`config.mk`:
```
export PLATFORM = sky130hd
export DESIGN_NAME = flag_offset_loader
export DESIGN_NICKNAME = d
export VERILOG_FILES = /design/src/rtl/flag_offset_loader_pkg.sv /design/src/rtl/ofs_mode_latch.sv /design/src/rtl/ofs_step_counter.sv /design/src/rtl/flag_offset_loader.sv
export SDC_FILE = /design/constraint.sdc
export NUM_CORES = 1
export LEC_CHECK = 0
export BUFFER_PORTS_ARGS = -buffer_cell sky130_fd_sc_hd__buf_2
export CORE_UTILIZATION = 40
export DETAILED_ROUTE_END_ITERATION = 10
export PLACE_DENSITY = 0.79
export SKIP_CTS_REPAIR_TIMING = 1
export SYNTH_ARGS = -nofsm -noshare
export SYNTH_HDL_FRONTEND = slang
export SYNTH_HIERARCHICAL = 1
export SYNTH_SLANG_ARGS = --single-unit
```
`constraint.sdc`:
```
create_clock -name clk -period 2.9 [get_ports clk]
set_input_delay 0.29 -clock clk [delete_from_list [all_inputs] [get_ports clk]]
set_output_delay 0.29 -clock clk [all_outputs]
set_load 0.05 [all_outputs]
```
`src/rtl/flag_offset_loader_pkg.sv`:
```
package flag_offset_loader_pkg;

    typedef enum logic [1:0] {
        LD_PARALLEL  = 2'b00,
        LD_PRESET_LO = 2'b01,
        LD_PRESET_HI = 2'b10,
        LD_SERIAL    = 2'b11
    } load_mode_e;

    localparam int PRESET_LO_VAL = 8;
    localparam int PRESET_HI_VAL = 64;

    // Number of accepted steps that complete a load in a given mode
    function automatic int steps_for(load_mode_e m, int n);
        case (m)
            LD_SERIAL:   return 2 * n;
            LD_PARALLEL: return 2;
            default:     return 1;
        endcase
    endfunction

    function automatic int preset_for(load_mode_e m);
        return (m == LD_PRESET_HI) ? PRESET_HI_VAL : PRESET_LO_VAL;
    endfunction

endpackage

```
`src/rtl/ofs_mode_latch.sv`:
```
module ofs_mode_latch
    import flag_offset_loader_pkg::*;
(
    input  logic       clk,
    input  logic       rst,
    input  logic [1:0] sel_i,
    output load_mode_e mode_o
);
    load_mode_e mode_q;

    always_ff @(posedge clk) begin
        if (rst) mode_q <= load_mode_e'(sel_i);
    end

    assign mode_o = mode_q;

    // method frozen once out of reset
    a_r2_mode_hold: assert property (@(posedge clk) disable iff (rst)
        1'b1 |=> $stable(mode_q));

endmodule

```
`src/rtl/ofs_step_counter.sv`:
```
module ofs_step_counter #(
    parameter int CNT_W = 5
) (
    input  logic             clk,
    input  logic             rst,
    input  logic             step_i,
    input  logic [CNT_W-1:0] limit_i,
    output logic [CNT_W-1:0] count_o,
    output logic             done_o
);
    logic [CNT_W-1:0] cnt_q;
    logic             done_q;

    always_ff @(posedge clk) begin
        if (rst) begin
            cnt_q  <= '0;
            done_q <= 1'b0;
        end else if (step_i && !done_q) begin
            cnt_q <= cnt_q + 1'b1;
            if (cnt_q + 1'b1 == limit_i) done_q <= 1'b1;
        end
    end

    assign count_o = cnt_q;
    assign done_o  = done_q;

    // done never falls without reset
    a_r8_done_sticky: assert property (@(posedge clk) disable iff (rst)
        done_q |=> done_q);

    // step count never runs past the limit of the mode
    a_r10_count_bound: assert property (@(posedge clk) disable iff (rst)
        cnt_q <= limit_i);

    // done only together with a full count
    a_r10_done_full: assert property (@(posedge clk) disable iff (rst)
        done_q |-> cnt_q == limit_i);

endmodule

```
`src/rtl/flag_offset_loader.sv`:
```
module flag_offset_loader
    import flag_offset_loader_pkg::*;
#(
    parameter int N     = 9,
    parameter int BUS_W = 36
) (
    input  logic             clk,
    input  logic             rst,
    input  logic [1:0]       sel_i,
    input  logic             ser_en_n_i,
    input  logic             ser_bit_i,
    input  logic             wr_en_i,
    input  logic [BUS_W-1:0] wr_data_i,
    output logic [N-1:0]     x_o,
    output logic [N-1:0]     y_o,
    output logic             done_o
);
    localparam int CHAIN_W = 2 * N;
    localparam int CNT_W   = $clog2(CHAIN_W + 1);

    load_mode_e         mode;
    logic [CNT_W-1:0]   limit;
    logic [CNT_W-1:0]   count;
    logic               done;
    logic               step;
    logic               take;
    logic [N-1:0]       preset_val;
    logic [CHAIN_W-1:0] ofs_q;

    ofs_mode_latch u_mode (
        .clk    (clk),
        .rst    (rst),
        .sel_i  (sel_i),
        .mode_o (mode)
    );

    always_comb begin
        limit      = CNT_W'(steps_for(mode, N));
        preset_val = N'(preset_for(mode));
        case (mode)
            LD_SERIAL:   step = !ser_en_n_i;
            LD_PARALLEL: step = wr_en_i;
            default:     step = 1'b1;
        endcase
    end

    assign take = step && !done;

    ofs_step_counter #(.CNT_W(CNT_W)) u_cnt (
        .clk     (clk),
        .rst     (rst),
        .step_i  (take),
        .limit_i (limit),
        .count_o (count),
        .done_o  (done)
    );

    // Offset chain: Y in the upper half, X in the lower half
    always_ff @(posedge clk) begin
        if (rst) begin
            ofs_q <= '0;
        end else if (take) begin
            case (mode)
                LD_SERIAL: ofs_q <= {ofs_q[CHAIN_W-2:0], ser_bit_i};
                LD_PARALLEL: begin
                    if (count == '0) ofs_q[CHAIN_W-1:N] <= wr_data_i[N-1:0];
                    else             ofs_q[N-1:0]       <= wr_data_i[N-1:0];
                end
                default: ofs_q <= {preset_val, preset_val};
            endcase
        end
    end

    assign y_o    = ofs_q[CHAIN_W-1:N];
    assign x_o    = ofs_q[N-1:0];
    assign done_o = done;

    // reset clears the outputs
    a_r1_reset_clear: assert property (@(posedge clk)
        rst |=> !done_o && x_o == '0 && y_o == '0);

    // offsets frozen once loaded
    a_r8_hold_after_done: assert property (@(posedge clk) disable iff (rst)
        done_o |=> $stable(x_o) && $stable(y_o));

    // no shift in serial mode while enable is high
    a_r7_no_shift_idle: assert property (@(posedge clk) disable iff (rst)
        (mode == LD_SERIAL && ser_en_n_i) |=> $stable(ofs_q));

    // preset modes finish on the first edge after reset
    a_r3_preset_done: assert property (@(posedge clk) disable iff (rst)
        (mode == LD_PRESET_LO || mode == LD_PRESET_HI) |=> done_o);

endmodule

```
Word level (Yosys, flattened, before mapping) --
Index checks and enable logic that the tools add are counted.
Word-level totals: output and inout port bits 19, input port bits 43, word-level logic and storage cells 26, register bits 26
Operators by class: reduce and logical (&&, ||, !) cells 9, mux-type cells 6, equality and inequality tests 5, $add $sub $neg 1
Operator list (count):
- $pmux W18 S2 | 1
- $mux W9 | 2
- $pmux W5 S2 | 1
- $mux W7 | 1
- $reduce_and A2 Y1 | 3
- $add A5 B1 Y5 const B | 1
- $eq A5 B5 Y1 | 1
- $logic_not A5 Y1 | 1
- $eq A2 B2 Y1 const B | 2
- $ne A2 B2 Y1 const B | 2
- $logic_and A1 B1 Y1 | 2
- $logic_not A1 Y1 | 2
- $logic_not A2 Y1 | 1
- $pmux W1 S2 | 1

Logic depth before layout (Yosys ltp) --
Gate-level depths: netlist of run 1.
depth in word-level cells 5, gate-level depth with buffers 12, gate-level depth less buffers 9

By module --
Netlist of run 1, hierarchy kept.
Modules (own cells, without submodules):
- flag_offset_loader | cells an instance 122, times used 1, seq. area each 360.3 um^2, area an instance 1022.2 um^2
- ofs_step_counter | cells an instance 42, times used 1, seq. area each 120.1 um^2, area an instance 369.1 um^2
- ofs_mode_latch | cells an instance 2, times used 1, seq. area each 60.1 um^2, area an instance 60.1 um^2

Worst setup path before layout of run 1 --
Ideal clock, no wire load.
path kind flip-flop to flip-flop, start reg u_mode.mode_q[0], in the netlist u_mode/mode_o[0], end reg u_cnt.done_q, in the netlist u_cnt/done_o, arrival 2.547 ns, stages on the path, launching flop included 12, buffers on the path 3, setup time 0.096 ns, setup slack 0.257 ns, cell sequence edfxtp_1 -> inv_1 -> ha_1 -> inv_2 -> a31o_1 -> buf_6 -> clkinv_1 -> buf_2 -> nor2b_1 -> clkbuf_2 -> or4b_1 -> o41ai_2
Between the ends: elaborated cells between the ends (all ways) 8
RTL lines:
- from (decl) | line ofs_mode_latch.sv:9 | load_mode_e mode_q;
- from (signal assigned) | line ofs_mode_latch.sv:12 | if (rst) mode_q <= load_mode_e'(sel_i);
- $eq A2 B2 Y1 / $logic_not A2 Y1 (equally long branches) | line flag_offset_loader_pkg.sv:15 | case (m)
- $pmux W5 S2 (*) | line flag_offset_loader_pkg.sv:15
- net limit[0] | line flag_offset_loader.sv:22 | logic [CNT_W-1:0] limit;
- $eq A5 B5 Y1 (*) | line ofs_step_counter.sv:20 | if (cnt_q + 1'b1 == limit_i) done_q <= 1'b1;
- $reduce_and A2 Y1 (no source line) (*)
- to (signal assigned) | line ofs_step_counter.sv:17 | done_q <= 1'b0;
- to (signal assigned) | line ofs_step_counter.sv:20
- to (decl) | line ofs_step_counter.sv:12 | logic done_q;
Mark *: on every way through the listed nets, which the timed path passes. The rest lies on a longest branch. A chain may end at the register's enable or synchronous reset.

Worst setup path in the final report of run 1 --
start reg u_mode.mode_q[1], in the netlist u_mode/mode_o[1], end reg u_cnt.done_q, in the netlist u_cnt/done_o
The elaborated chain is that of the path after synthesis.

==> results.md, run 1 <==
* Chip Width at 62.24 µm
* Max VDD drop at 363.4 µV
* Hold Vio Cnt, Final at 0
* Layout area overhead at 17.76%
* Reg-to-reg startpoint: u_mode/mode_o[1]
* Synth warn at 6
* CTS tree: done
* Vias in the first global route at 1360
* Flop2flop setup slack at 0.51 ns
* #FFs+latches synth at 26
* Design Power at 0.001024 W
* Routed wire length at 3.409 mm
* Slew @ Worst Pin at 0.5029 ns
* GR Util All Layers at 19.09%
* Ys async rst share at 0%
* Drt pass-1 iters at 4
* Diode count at 0
* Unique masters post-synth at 39
* GR Overflow Total at 0
* Crit path max-delay family: simple AND/OR/NAND/NOR gates
* Via Count at 1418
* Avg Inst Size Synth at 8.743 µm²
* Worst hold path class: in2reg
* Cell Count Post-Placement at 240
* Sequential element share of the synthesized area at 37.24%
* Residual DRC count at 0
* Core area at 3416 µm²
* Max-cap check violation count at 0
* Startpoint types: flip-flop
* Cell breakdown of the critical path: inv_1, ha_1, inv_2, a31o_1, clkinv_1, nor2b_1, or4b_1, o41ai_2
* Die area at 3873 µm²
* IO Port Bufs at 34
* Drt first-iter violations at 156
* Crit Path Category: reg2reg
* Layout Nets at 247
* Synthesized area at 1451 µm²
* Fin area at 1709 µm²
* Via density at 5.811
* Crit-path slowest cell: or4b_1
* Share of layout cells above drive strength 1 at 24.24%
* Pwr dens at 599.3 nW/µm²
* FMAX at 417.9 MHz
* Pins Over Slew Limit at 0
* Largest net degree at the start of global routing at 28
* Starting Density at 42.49%
* WL/cell at 13.97 µm
* Top cells by count, synth: dfxtp_1 (24), a21oi_1 (19), o21ai_0 (19), nand4_1 (17), a22o_1 (14)
* Worst setup EP type: flip-flop
* CTS buffer count at 3
* Levels on crit path at 8
* I/O pins at 62
* CP bufs+invs at 3
* Number of synthesized flops with an enable pin at 2
* Largest cells by area after synthesis: dfxtp_1 (33%), a22o_1 (8.4%), nand4_1 (7.3%)
* Reg2reg path depth at 8
* Slowest cell delay on critical path at 0.46 ns
* Yosys top cell by area: dfxtp_1
* Status: completed
* Antenna-violating nets left at 0
* Worst-skew pair later-pin latency at 0.33 ns
* Clock sinks at 26
* Worst-path maximum fanout at 17
* Synth top area share at 33.10%
* Worst Path Required at 3.15 ns
* Fin crit share at 82.52%
* Final non-filler cell total at 244
* Final GP Congestion at 0.8647
* Final cell utilization of the core at 50.04%
* Placed instance area at 1657 µm²
* Post-DP HPWL at 2.347 mm
* Root buf cell: clkbuf_4
* Most common cell in the synthesized netlist: dfxtp_1
* Die Ht at 62.24 µm
* Clock transition at the registers of the reported paths at 0.15 ns
* FP Rows at 21
* Clk_skew at 0.003674 ns
* Worst Hold Endpoint: u_mode/mode_o[1]
* Leakage power at 0.7092 nW
* Gate Count Post-Synth at 166
* RSZ-0062 raised after global routing: no
* Htree depth at 1
* Critical R2R Capture: u_cnt/done_o
* Bufs on Longest Clock Path at 2
* Dominant synthesized flop cell: dfxtp_1
* Sum Neg Setup Slack at 0 ns
* Hold Path Depth at 1
* Initial antenna violation count at 0
* CP arrival at 2.64 ns
* Max-slew headroom at 66.48%
* Clock period minus final worst setup slack at 2.393 ns
* First-pass GRT wire length at 6.106 mm
* Hold path start: sel_i[1]
* Finish-stage setup viols at 0
-- per-stage QoR --
step / hold WS (ns) / worst slack (ns)
finish: 0.1230 / 0.5068
global route: 0.1084 / 0.3409
CTS: 0.1222 / 0.5069
detailed placement: 0.4710 / 0.5499
global placement: 0.4573 / 0.5663
floorplan: 0.3624 / 0.2571
-- per-layer routing --
layer  global-route usage [%]  part of all wire [%]  wire length [µm]
met5                        0                     0                 0
met2                    30.91                    47              1592
met1                    24.89                    46              1554
met3                    4.412                   6.4               219
met4                    6.395                   1.2                42
-- where the power goes --
group	internal, W	total, W	switching, W	leakage [nW]
clock network	0.000140	0.000253	0.000113	0.0279
logic	0.000120	0.000346	0.000226	0.467
registers	0.000392	0.000425	0.0000331	0.215
-- worst max-delay path by stage --
stage | startpoint | to | slack [ns]
after global routing | u_mode/mode_o[0] | u_cnt/done_o | 0.34
after detailed placement | u_mode/mode_o[1] | u_cnt/done_o | 0.55
after global placement | u_mode/mode_o[0] | u_cnt/done_o | 0.57
after CTS | u_mode/mode_o[1] | u_cnt/done_o | 0.51
after floorplan | u_mode/mode_o[0] | u_cnt/done_o | 0.26
final | u_mode/mode_o[1] | u_cnt/done_o | 0.51
-- cell families (layout without fill, tap and decap cells) --
logic type                 Yosys count  count (layout)  synth area share [%]
adders and majority gates            5               5                 4.310
muxes                                1               1                0.6897
xor gates and xnor gates             8               8                 4.828
DFF                                 26              26                 37.24
other                                1               3                0.2584
buffers and inverters               18              48                 5.947
AOI/OAI and AO/OA                   63              63                 28.88
and+or+nand+nor                     44              44                 17.84
-- sequential cells by signal, indices dropped and copies added (netlist names) --
name and flops:
ofs_q 18, u_cnt/count_o 5, u_cnt/done_o 1, u_mode/mode_o 2
-- cell usage in the layout (no fill, tap or decap), types with 2 or more instances in the layout --
cell type  netlist  routed
dfxtp_1         24      24
inv_1            3       3
nor2_1           7       7
xnor2_1          3       3
ha_1             5       5
a21oi_1         19      19
a22o_1          14      14
nand4_1         17      17
o21ai_0         19      19
nand2_1          3       3
nor2b_1          2       2
buf_4            0       5
or4_1            2       2
a221o_1          2       2
xor2_1           5       5
nand2b_1         4       4
buf_2            2      34
conb_1           1       3
a221oi_1         2       2
edfxtp_1         2       2
nand3_1          4       4
clkbuf_4         0       3
-- worst reg2reg max path: cells and delay by family (launching register included) --
family          cells  cell delay, ns
fa+ha+maj           1            0.43
flops               1            0.43
buf+inv             3            0.31
compound gates      2            0.53
simple gates        2            0.61
-- layout make-up --
| class | count | area, µm² |
|---|---|---|
| multi-input cells | 124 | 832.0 |
| flip-flops and latches | 26 | 540.5 |
| fillers | 356 | 1707 |
| clock inverters | 1 | 30.03 |
| well taps | 46 | 57.56 |
| repair buffers | 39 | 207.7 |
| inverters | 5 | 18.77 |
| clock buffers | 3 | 22.52 |
(Power assumes the default switching activity.)
==> run 2: changes to the inputs <==
==> constraint.sdc (replaced) <==
create_clock -name clk -period 2.3 [get_ports clk]
set_input_delay 0.23 -clock clk [delete_from_list [all_inputs] [get_ports clk]]
set_output_delay 0.23 -clock clk [all_outputs]
set_load 0.05 [all_outputs]
==> run 2 against run 1 <==
  * Critical endpoint unchanged
  * Global-route usage decreased by 0.34 points
  * Combinational power increased by 29%
  * Cell count unchanged
  * Via count decreased by 3.4%
  * Critical path type unchanged
  * Highest routed layer unchanged
  * Die area unchanged
  * Count of clock-buffer cells in the layout increased by 1
  * Power increased by 19%
  * Non-clock buffer count unchanged
==> results.md, run 2 (synthesized netlist as in run 1, its figures left out) <==
* CTS tree: done
* Commonest non-fill, non-tap cells in the layout: buf_2 (34), dfxtp_1 (24), o21ai_0 (19), a21oi_1 (19), nand4_1 (17)
* Htree depth at 1 (unchanged)
* Max-cap check violation count at 0 (unchanged)
* Worst Hold Endpoint: u_mode/mode_o[1]
* Max FFs per register at 18 (unchanged)
* Clock period minus final worst setup slack at 2.122 ns (-0.2715 ns)
* Vias in the first global route at 1247 (-8.3%)
* Cell breakdown of the critical path: inv_2, ha_4, inv_4, a31o_1, clkinv_4, nor2b_1, or4b_1, o41ai_2
* Post-layout worst setup margin at 0.1783 ns (-0.3285 ns)
* Core area at 3416 µm² (unchanged)
* Layout Nets at 247 (unchanged)
* Status: completed
* Residual DRC count at 0 (unchanged)
* Max-slew headroom at 65.86% (-0.62 points)
* Place WS at 0.1978 ns (-0.3521 ns)
* Fin crit share at 92.25% (+9.7 points)
* WL/cell at 14.13 µm (+1.1%)
* Bufs on Longest Clock Path at 2 (unchanged)
* Starting Density at 42.49% (unchanged)
* Max VDD drop at 352.9 µV (-2.9%)
* Die Ht at 62.24 µm (unchanged)
* Crit Path Category: reg2reg
* Crit path max-delay family: simple AND/OR/NAND/NOR gates
* Worst hold path class: in2reg
* Startpoint types: flip-flop
* Drt first-iter violations at 83 (-47%)
* RSZ-0062 raised after global routing: no
* FP Rows at 21 (unchanged)
* I/O pins at 62 (unchanged)
* IO Port Bufs at 34 (unchanged)
* Leading cell type in the layout, fill and taps excluded: buf_2
* Sum Neg Setup Slack at 0 ns (unchanged)
* Final GP Congestion at 0.7999 (-7.5%)
* Via density at 5.615 (-3.4%)
* Most flops, register: ofs_q
* Worst-path maximum fanout at 17 (unchanged)
* CP arrival at 2.36 ns (-0.28 ns)
* GR Util All Layers at 18.75% (-0.34 points)
* Hold Path Depth at 1 (unchanged)
* Post-DP HPWL at 2.414 mm (+2.8%)
* Design Power at 0.001217 W (+19%)
* Drt pass-1 iters at 4 (unchanged)
* Pwr dens at 710.5 nW/µm² (+19%)
* Critical R2R Capture: u_cnt/done_o
* Flop2flop setup slack at 0.18 ns (-0.33 ns)
* Root buf cell: clkbuf_4
* Clk_skew at 0.003645 ns (-0.00002945 ns)
* Via Count at 1370 (-3.4%)
* Worst setup EP type: flip-flop
* Chip Width at 62.24 µm (unchanged)
* Clock transition at the registers of the reported paths at 0.14 ns (about the same)
* Finish-stage setup viols at 0 (unchanged)
* Worst Path Required at 2.54 ns (-0.61 ns)
* CTS buffer count at 3 (unchanged)
* Initial antenna violation count at 0 (unchanged)
* Clock sinks at 26 (unchanged)
* Routed wire length at 3.447 mm (+1.1%)
* Layout area overhead at 18.02%
* Final non-filler cell total at 244 (unchanged)
* Hold Vio Cnt, Final at 0 (unchanged)
* Reg2reg path depth at 8 (unchanged)
* Worst-skew pair later-pin latency at 0.32 ns (about the same)
* Largest net degree at the start of global routing at 28 (unchanged)
* CP bufs+invs at 3 (unchanged)
* Diode count at 0 (unchanged)
* Crit-path slowest cell: or4b_1
* First-pass GRT wire length at 5.940 mm (-2.7%)
* Hold path start: sel_i[1]
* GR Overflow Total at 0 (unchanged)
* FMAX at 471.3 MHz (+13%)
* Slew @ Worst Pin at 0.5121 ns (+0.009237 ns)
* Share of layout cells above drive strength 1 at 26.26% (+2.0 points)
* Final cell utilization of the core at 50.15% (+0.11 points)
* Reg-to-reg startpoint: u_mode/mode_o[1]
* # fillers at 351 (-1.4%)
* Pins Over Slew Limit at 0 (unchanged)
* Cell Count Post-Placement at 240 (unchanged)
* Antenna-violating nets left at 0 (unchanged)
* Slowest cell delay on critical path at 0.46 ns (about the same)
* Die area at 3873 µm² (unchanged)
* Leakage power at 0.7029 nW (-0.89%)
[run 2: how the worst max path moves through the flow]
stage | start | to | slack, ns | depth (start not counted)
detailed placement | u_mode/mode_o[1] | u_cnt/done_o | 0.20 | 8
global route | u_mode/mode_o[1] | u_cnt/done_o | 0.04 | 8
CTS | u_mode/mode_o[1] | u_cnt/done_o | 0.16 | 8
global placement | u_mode/mode_o[1] | u_cnt/done_o | 0.23 | 8
floorplan | u_mode/mode_o[1] | u_cnt/done_o | -0.02 | 11
finish | u_mode/mode_o[1] | u_cnt/done_o | 0.18 | 8
[run 2: cell type report]
class                   count  area, µm²  area share [%]
clock buffers               4      36.28           2.118
well taps                  46      57.56           3.360
multi-input cells         124      844.6           49.31
inverters                   5      26.28           1.534
repair buffers             39      207.7           12.13
flip-flops and latches     26      540.5           31.56
[run 2: stage by stage]
step / hold slack, ns / cell area, µm²
after floorplan: 0.3024 / 1485
after global placement: 0.4086 / 1677
after detailed placement: 0.4081 / 1677
after CTS: 0.05890 / 1713
after global routing: 0.04847 / 1713
final: 0.06769 / 1713
[run 2: worst register-to-register path: cells and delay by family, from the launching register on]
kind,cells,cell delay (ns)
compound gates,2,0.43
fa+ha+maj,1,0.31
buf+inv,3,0.23
flops,1,0.44
simple gates,2,0.63
[run 2: report_power, final]
part / leakage (nW) / switching (W) / internal (W) / total [W]
sequential: 0.215 / 0.0000408 / 0.000494 / 0.000535
clock: 0.0210 / 0.000137 / 0.0000969 / 0.000234
combinational: 0.467 / 0.000291 / 0.000157 / 0.000448
total: 0.703 / 0.000469 / 0.000748 / 0.00122
[run 2: metal layers]
layer	vias up	GRT usage (%)	wire (µm)	share of wire (%)
li1	688	-	-	-
met1	640	24.92	1568	45
met2	38	30.63	1648	48
met3	4	3.493	199	5.8
met4	0	5.814	30	0.87
met5	-	0	0	0
==> run 3: changes to the inputs <==
--- a/config.mk
+++ b/config.mk
@@ -5,10 +5,11 @@
 export SDC_FILE = /design/constraint.sdc
 export NUM_CORES = 1
 export LEC_CHECK = 0
-export BUFFER_PORTS_ARGS = -buffer_cell sky130_fd_sc_hd__buf_2
+export CAP_MARGIN = 20
 export CORE_UTILIZATION = 40
 export DETAILED_ROUTE_END_ITERATION = 10
-export PLACE_DENSITY = 0.79
+export DONT_BUFFER_PORTS = 1
+export PLACE_DENSITY = 0.64
 export SKIP_CTS_REPAIR_TIMING = 1
 export SYNTH_ARGS = -nofsm -noshare
 export SYNTH_HDL_FRONTEND = slang
==> run 3 against run 2 <==
  * Hold slack better by 0.015 ns
  * Power is 5.0% higher
  * Critical path depth stayed put
  * First-iteration DRC count increased by 24%
  * Count of clock-buffer cells in the layout decreased by 1
  * Non-clock buffer count down 28
  * Clock power grew 36%
  * Flip-flop and latch count stayed put
  * Cell area fell by 5.9%
==> results.md, run 3 (synthesized netlist as in run 1, its figures left out) <==
* FP Rows at 21 (unchanged)
* Clock period minus final worst setup slack at 2.166 ns (+0.04466 ns)
* Initial antenna violation count at 0 (unchanged)
* Critical R2R Capture: u_cnt/done_o
* Via Count at 1295 (-5.5%)
* Final non-filler cell total at 216 (-11%)
* Starting Density at 42.49% (unchanged)
* FMAX at 461.6 MHz (-2.1%)
* Worst Path Required at 2.55 ns (about the same)
* Sum Neg Setup Slack at 0 ns (unchanged)
* Diode count at 0 (unchanged)
* Leading cell type in the layout, fill and taps excluded: dfxtp_1
* I/O pins at 62 (unchanged)
* Min Hold Slack at 0.08291 ns (+0.01522 ns)
* Max-cap check violation count at 0 (unchanged)
* Share of layout cells above drive strength 1 at 12.35% (-14 points)
* RSZ-0062 raised after global routing: no
* Cell Count Post-Placement at 209 (-13%)
* Worst setup EP type: flip-flop
* Worst-path maximum fanout at 17 (unchanged)
* Final GP Congestion at 0.9042 (+13%)
* Core area at 3416 µm² (unchanged)
* Max FFs per register at 18 (unchanged)
* Htree depth at 1 (unchanged)
* CTS tree: done
* Clk_skew at 0.001461 ns (-0.002183 ns)
* Final cell utilization of the core at 47.18% (-3.0 points)
* End of the critical path: u_cnt/done_o
* Pwr dens at 793.1 nW/µm² (+12%)
* Most flops, register: ofs_q
* Finish-stage setup viols at 0 (unchanged)
* Chip Width at 62.24 µm (unchanged)
* Die area at 3873 µm² (unchanged)
* Design Power at 0.001278 W (+5.0%)
* Largest net degree at the start of global routing at 28 (unchanged)
* CP arrival at 2.41 ns (+0.05 ns)
* Max-slew headroom at 37.34% (-29 points)
* Leakage power at 0.5763 nW (-18%)
* CTS buffer count at 3 (unchanged)
* Startpoint types: flip-flop
* Die Ht at 62.24 µm (unchanged)
* Layout Nets at 219 (-11%)
* Reg2reg path depth at 8 (unchanged)
* Antenna-violating nets left at 0 (unchanged)
* Fin crit share at 94.19% (+1.9 points)
* IO Port Bufs at 0 (-100%)
* Drt pass-1 iters at 4 (unchanged)
* Max VDD drop at 435.4 µV (+23%)
* Hold Vio Cnt, Final at 0 (unchanged)
* Critical Path Start: u_mode/mode_o[1]
* Flop2flop setup slack at 0.13 ns (-0.04 ns)
* Clock transition at the registers of the reported paths at 0.15 ns (about the same)
* GR Util All Layers at 19.01% (+0.26 points)
* Clock sinks at 26 (unchanged)
* Residual DRC count at 0 (unchanged)
* Status: completed
* WL/cell at 16.67 µm (+18%)
* Routed wire length at 3.601 mm (+4.5%)
* Post-DP HPWL at 2.487 mm (+3.1%)
* Via density at 5.995 (+6.8%)
* First-pass GRT wire length at 6.072 mm (+2.2%)
* Crit Path Category: reg2reg
* Bufs on Longest Clock Path at 2 (unchanged)
* Slew @ Worst Pin at 0.9368 ns (+0.4247 ns)
* Drt first-iter violations at 103 (+24%)
* Worst-skew pair later-pin latency at 0.32 ns (about the same)
* Vias in the first global route at 1222 (-2.0%)
* Reg-to-reg startpoint: u_mode/mode_o[1]
* Worst hold path class: in2reg
* GR Overflow Total at 0 (unchanged)
* Hold path start: rst
* Pins Over Slew Limit at 0 (unchanged)
* Commonest non-fill, non-tap cells in the layout: dfxtp_1 (24), o21ai_0 (19), a21oi_1 (19)
* Layout area overhead at 11.03%
* Root buf cell: clkbuf_4
-- run 3: cell count changes in the layout (fill, tap and decap cells not counted), sizes merged --
| cell | change |
|---|---|
| buf | -31 |
| dlygate4sd3 | +3 |
| bufinv | +1 |
| clkbuf | -1 |
-- run 3: worst min path at each step --
stage                  endpoint  cells after the start  slack [ns]
4_1_cts                ofs_q[7]                      1       -0.06
2_1_floorplan  u_cnt/count_o[0]                      1        0.30
6_report           u_cnt/done_o                      2        0.08
3_3_place_gp           ofs_q[6]                      1        0.30
3_5_place_dp           ofs_q[7]                      1        0.30
5_1_grt            u_cnt/done_o                      2        0.05
-- run 3: stage by stage --
step | setup WS, ns | cell area, µm²
global placement | 0.1912 | 1529
detailed placement | 0.1734 | 1529
CTS | 0.1403 | 1582
floorplan | -0.02403 | 1485
global route | 0.008143 | 1612
finish | 0.1336 | 1612
-- run 3: report_power, final --
part | leakage (nW) | internal [W] | switching [W]
registers | 0.215 | 0.000494 | 0.000112
logic | 0.334 | 0.000141 | 0.000212
clock network | 0.0279 | 0.000176 | 0.000142
-- run 3: routing by layer --
metal	up-vias	track usage [%]	share of wire (%)
met5	-	0	0
met4	0	1.744	0.25
met3	2	5.331	8.3
met2	51	32.28	49
met1	609	24.75	43
li1	633	-	-
-- run 3: worst max-delay path, cell delays in order, from the launching register on --
cell      delay (ns)
edfxtp_1        0.45
inv_2           0.07
ha_4            0.33
inv_4           0.04
a31o_1          0.24
clkinv_4        0.13
nor2b_1         0.18
or4b_1          0.46
o41ai_2         0.19
-- run 3: final cells by class --
cell class,instances,area [µm²]
well taps,46,57.56
inverters,5,26.28
clock buffers,3,22.52
fillers,331,1804
multi-input cells,124,844.6
repair buffers,11,90.09
flip-flops and latches,26,540.5
clock inverters,1,30.03
